`src/rtl/nic_pkg.sv`:
```
package nic_pkg;
  localparam int unsigned NIC_DEF_LINES = 8;

  function automatic int unsigned nic_idx_width(input int unsigned lines);
    return (lines > 1) ? $clog2(lines) : 1;
  endfunction
endpackage

```
`src/rtl/nic_edge_capture.sv`:
```
module nic_edge_capture #(
  parameter int unsigned N = 8
) (
  input  logic         clk,
  input  logic         rst_n,
  input  logic [N-1:0] lvl_i,
  output logic [N-1:0] rise_o
);
  logic [N-1:0] lvl_q;

  for (genvar g = 0; g < N; g++) begin : g_line
    always_ff @(posedge clk or negedge rst_n) begin
      if (!rst_n) lvl_q[g] <= 1'b0;
      else        lvl_q[g] <= lvl_i[g];
    end
    assign rise_o[g] = lvl_i[g] & ~lvl_q[g];
  end
endmodule

```
`src/rtl/nic_prio_pick.sv`:
```
module nic_prio_pick #(
  parameter int unsigned N  = 8,
  parameter int unsigned IW = 3
) (
  input  logic [N-1:0]  vec_i,
  output logic          any_o,
  output logic [IW-1:0] idx_o,
  output logic [N-1:0]  onehot_o,
  output logic [N-1:0]  above_o
);
  // index of the lowest set bit (highest priority); 0 when empty
  function automatic logic [IW-1:0] first_idx(input logic [N-1:0] v);
    logic [IW-1:0] r;
    r = '0;
    for (int i = N - 1; i >= 0; i--) begin
      if (v[i]) r = IW'(i);
    end
    return r;
  endfunction

  // lines strictly more urgent than the lowest set bit; all lines when empty
  function automatic logic [N-1:0] outrank(input logic [N-1:0] v);
    logic [N-1:0] r;
    logic         seen;
    seen = 1'b0;
    for (int i = 0; i < N; i++) begin
      r[i] = ~seen;
      if (v[i]) seen = 1'b1;
      r[i] = r[i] & ~v[i];
    end
    return r;
  endfunction

  assign any_o    = |vec_i;
  assign idx_o    = first_idx(vec_i);
  assign onehot_o = vec_i & ~(vec_i - N'(1));
  assign above_o  = outrank(vec_i);
endmodule

```
`src/rtl/nest_irq_ctrl.sv`:
```
module nest_irq_ctrl #(
  parameter int unsigned N_LINES = nic_pkg::NIC_DEF_LINES,
  parameter int unsigned VEC_W   = nic_pkg::nic_idx_width(N_LINES)
) (
  input  logic               clk,
  input  logic               rst_n,
  input  logic [N_LINES-1:0] req_in,
  input  logic               mask_we,
  input  logic [N_LINES-1:0] mask_wdata,
  input  logic               ack_in,
  input  logic               eoi_in,
  output logic               irq_out,
  output logic               vec_valid,
  output logic [VEC_W-1:0]   vec_out
);
  localparam int unsigned N = N_LINES;

  logic [N-1:0]     pend_q, isr_q, mask_q;
  logic [N-1:0]     rise_w, elig_w, grant_w, eoi_clr_w;
  logic [N-1:0]     isr_top_w, isr_above_w, elig_top_w, elig_above_w;
  logic             isr_any_w, elig_any_w;
  logic [VEC_W-1:0] isr_idx_w, elig_idx_w;

  nic_edge_capture #(.N(N)) u_edge (
    .clk(clk), .rst_n(rst_n), .lvl_i(req_in), .rise_o(rise_w)
  );

  nic_prio_pick #(.N(N), .IW(VEC_W)) u_isr_pick (
    .vec_i(isr_q), .any_o(isr_any_w), .idx_o(isr_idx_w),
    .onehot_o(isr_top_w), .above_o(isr_above_w)
  );

  assign elig_w = pend_q & ~mask_q & isr_above_w;

  nic_prio_pick #(.N(N), .IW(VEC_W)) u_req_pick (
    .vec_i(elig_w), .any_o(elig_any_w), .idx_o(elig_idx_w),
    .onehot_o(elig_top_w), .above_o(elig_above_w)
  );

  assign grant_w   = (ack_in && elig_any_w) ? elig_top_w : '0;
  assign eoi_clr_w = eoi_in ? isr_top_w : '0;
  assign irq_out   = elig_any_w;

  always_ff @(posedge clk or negedge rst_n) begin
    if (!rst_n) begin
      pend_q    <= '0;
      isr_q     <= '0;
      mask_q    <= '0;
      vec_valid <= 1'b0;
      vec_out   <= '0;
    end else begin
      pend_q    <= (pend_q & ~grant_w) | rise_w;
      isr_q     <= (isr_q & ~eoi_clr_w) | grant_w;
      vec_valid <= |grant_w;
      if (|grant_w) vec_out <= elig_idx_w;
      if (mask_we)  mask_q  <= mask_wdata;
    end
  end
endmodule

```
`config.mk`:
```
export PLATFORM = sky130hd
export DESIGN_NAME = nest_irq_ctrl
export DESIGN_NICKNAME = d
export VERILOG_FILES = /design/src/rtl/nic_pkg.sv /design/src/rtl/nic_edge_capture.sv /design/src/rtl/nic_prio_pick.sv /design/src/rtl/nest_irq_ctrl.sv
export SDC_FILE = /design/constraint.sdc
export NUM_CORES = 1
export LEC_CHECK = 0
export BUFFER_PORTS_ARGS = -buffer_cell sky130_fd_sc_hd__buf_2
export CORE_ASPECT_RATIO = 0.9
export CORE_MARGIN = 5
export CORE_UTILIZATION = 45
export CTS_BUF_LIST = sky130_fd_sc_hd__clkbuf_8 sky130_fd_sc_hd__clkbuf_16
export DETAILED_ROUTE_END_ITERATION = 12
export GPL_ROUTABILITY_DRIVEN = 0
export GPL_TIMING_DRIVEN = 0
export PLACE_DENSITY = 0.62
export SLEW_MARGIN = 20
export SYNTH_ARGS = -nofsm -noshare
export SYNTH_HDL_FRONTEND = slang
export SYNTH_HIERARCHICAL = 1
export SYNTH_SLANG_ARGS = --single-unit
```
`constraint.sdc`:
```
create_clock -name clk -period 3.9 [get_ports clk]
set_input_delay 0.39 -clock clk [delete_from_list [all_inputs] [get_ports clk]]
set_output_delay 0.39 -clock clk [all_outputs]
set_load 0.005 [all_outputs]
```
==> run summary <==
sequential power share: 39.4%
CP top delay family: simple AND/OR/NAND/NOR gates
DRC viols: 0
Initial Util: 46.6%
RSZ-0062 raised after global routing: no
die area: 5170 µm²
vias in the first global route: 1,220
max-slew violation count: 0
WP data arrival: 2910 ps
first-pass GRT wire length: 5.50 mm
Synth Warn #: 6
hold buffers post-CTS: 0
core area: 3700 µm²
Leak Pwr: 0.994 nW
Iteration-0 DRC Markers: 41
Final Cycle Share: 70.1%
CTS sink cnt: 36
switch share: 34.0%
dpl hpwl: 2.29 mm
Startpoint Class: flip-flop
largest net degree at the start of global routing: 37
clock-pin slew on the worst setup and hold paths: 70 ps
clk_skew: 6.17 ps
Slowest Stage Delay on Critical Path: 550 ps
Via density: 4.89
Cells after Synth: 158
Synth Net Count: 179
IO Count: 26
P_int: 893 µW
WS Path Type: reg2reg
max-cap viol count: 0
Logic pwr share: 36.8%
WL per Instance: 13.5 µm
switching power total: 460 µW
Hold Fails Final Rpt: 0
status: complete, no violations
CP Max Fanout: 9
ANT nets after route: 0
share of post-route cells with drive strength above 1: 28.6%
cells along the critical path: or4_4, clkinv_2, and3b_1, or4_4, clkinv_2, nand2_2, inv_2, nand2_1, and2_4, buf_6, a21boi_2, mux2_1
slew at the pin with the worst max-slew slack: 788 ps
CP max stage cell: or4_4
initial antenna violation count: 0
Inst Count DP: 227
CTS root buf: clkbuf_8
Worst Setup End Kind: flip-flop
Syn-to-layout area delta: 16.2%
worst rel slew slack: 47.5%
CP required: 4080 ps
CTS max path bufs: 2
class of the worst hold path: in2async
clk_lat worst skew: 290 ps
nets: 209
clock network fraction of design power: 23.8%
IO Port Bufs: 23
final setup vio count: 0
Die Span X: 75.3 µm
Synth Cell Area: 1730 µm²
Diodes inserted: 0
VDD IR max: 297 µV
setup tns final: 0 ps
setup bufs post-CTS: 0
synthesized area per cell: 10.9 µm²
Rows: 21
Final Non-Filler Cells: 235
PD cells: 675 nW/µm²
cts repair resizes: 0
Critical path buffers and inverters: 4
WL final: 3.17 mm
Worst R2R Setup Slack: 1170 ps
grt ovf: 0
CTS tree: built
total number of vias: 1,149
TritonCTS Buffers: 5
Die Ht: 68.7 µm
number of fill cells: 341
H-tree depth: 2
WHS: 181 ps
Final min period: 2730 ps
drt pass-1 iters: 4
Achievable Freq: 366 MHz
gr usage total: 14.8%
## per-layer routing
layer  share of wire (%)  global-route usage, %  wire length (µm)  vias up
met1                  47                   18.7              1490      538
met2                  45                   22.4              1420       25
met5                   0                      0                 0        -
met4                 2.1                   6.11                67        0
li1                    -                      -                 -      578
met3                 6.1                   5.94               193        8
## placed cells by master (no fill, tap or decap), types with 3 or more instances in the layout
cell / count
mux2_1: 11
inv_1: 7
clkbuf_8: 5
nand2_1: 33
buf_2: 24
dfrtp_1: 36
and2_1: 6
a21o_1: 8
and3b_1: 8
nor2_1: 10
nor2b_4: 8
clkinv_2: 3
nor3_1: 6
## layout make-up
type / instances / area [µm²] / area share [%]
Inverter: 10 / 40.0 / 2.00
Timing Repair Buffer: 23 / 115 / 5.74
Clock inverter: 3 / 38.8 / 1.93
Clock buffer: 5 / 68.8 / 3.43
Tap cell: 46 / 57.6 / 2.87
Buffer: 5 / 35.0 / 1.75
Multi-Input combinational cell: 107 / 749 / 37.4
Sequential cell: 36 / 901 / 44.9
## state kept, by name, summed over array words and instances (netlist names)
| name | cells |
|---|---|
| isr_q | 8 |
| vec_out | 3 |
| pend_q | 8 |
| mask_q | 8 |
| vec_valid | 1 |
| u_edge/lvl_q | 8 |
## worst paths after layout
check | endpoint | startpoint | depth (start not counted)
max in group asynchronous | pend_q[2] | rst_n | 1
max reg2reg | vec_out[2] | isr_q[1] | 12
min reg2reg | pend_q[6] | pend_q[6] | 1
min in group clk | u_edge/lvl_q[1] | req_in[1] | 1
min | vec_out[2] | rst_n | 1
max | vec_out[2] | isr_q[1] | 12
## through the flow
step / util, % / area, µm² / total power, mW / setup WS, ps
floorplan: - / 1730 / 0.911 / 1440
global placement: 51.2 / 1900 / 1.02 / 1200
detailed placement: 51.2 / 1900 / 1.04 / 1200
CTS: 54.1 / 2010 / 1.37 / 1170
global route: 54.1 / 2010 / 1.46 / 1040
finish: 54.1 / 2010 / 1.35 / 1170
## power by group through the flow
stage | Combinational [mW] | Sequential (mW) | Clock (mW)
2_1_floorplan | 0.388 | 0.523 | 0
3_3_place_gp | 0.491 | 0.532 | 0
3_5_place_dp | 0.500 | 0.539 | 0
4_1_cts | 0.504 | 0.533 | 0.330
5_1_grt | 0.562 | 0.549 | 0.347
6_report | 0.498 | 0.533 | 0.322
No activity file was read; power rests on OpenSTA's default activity.
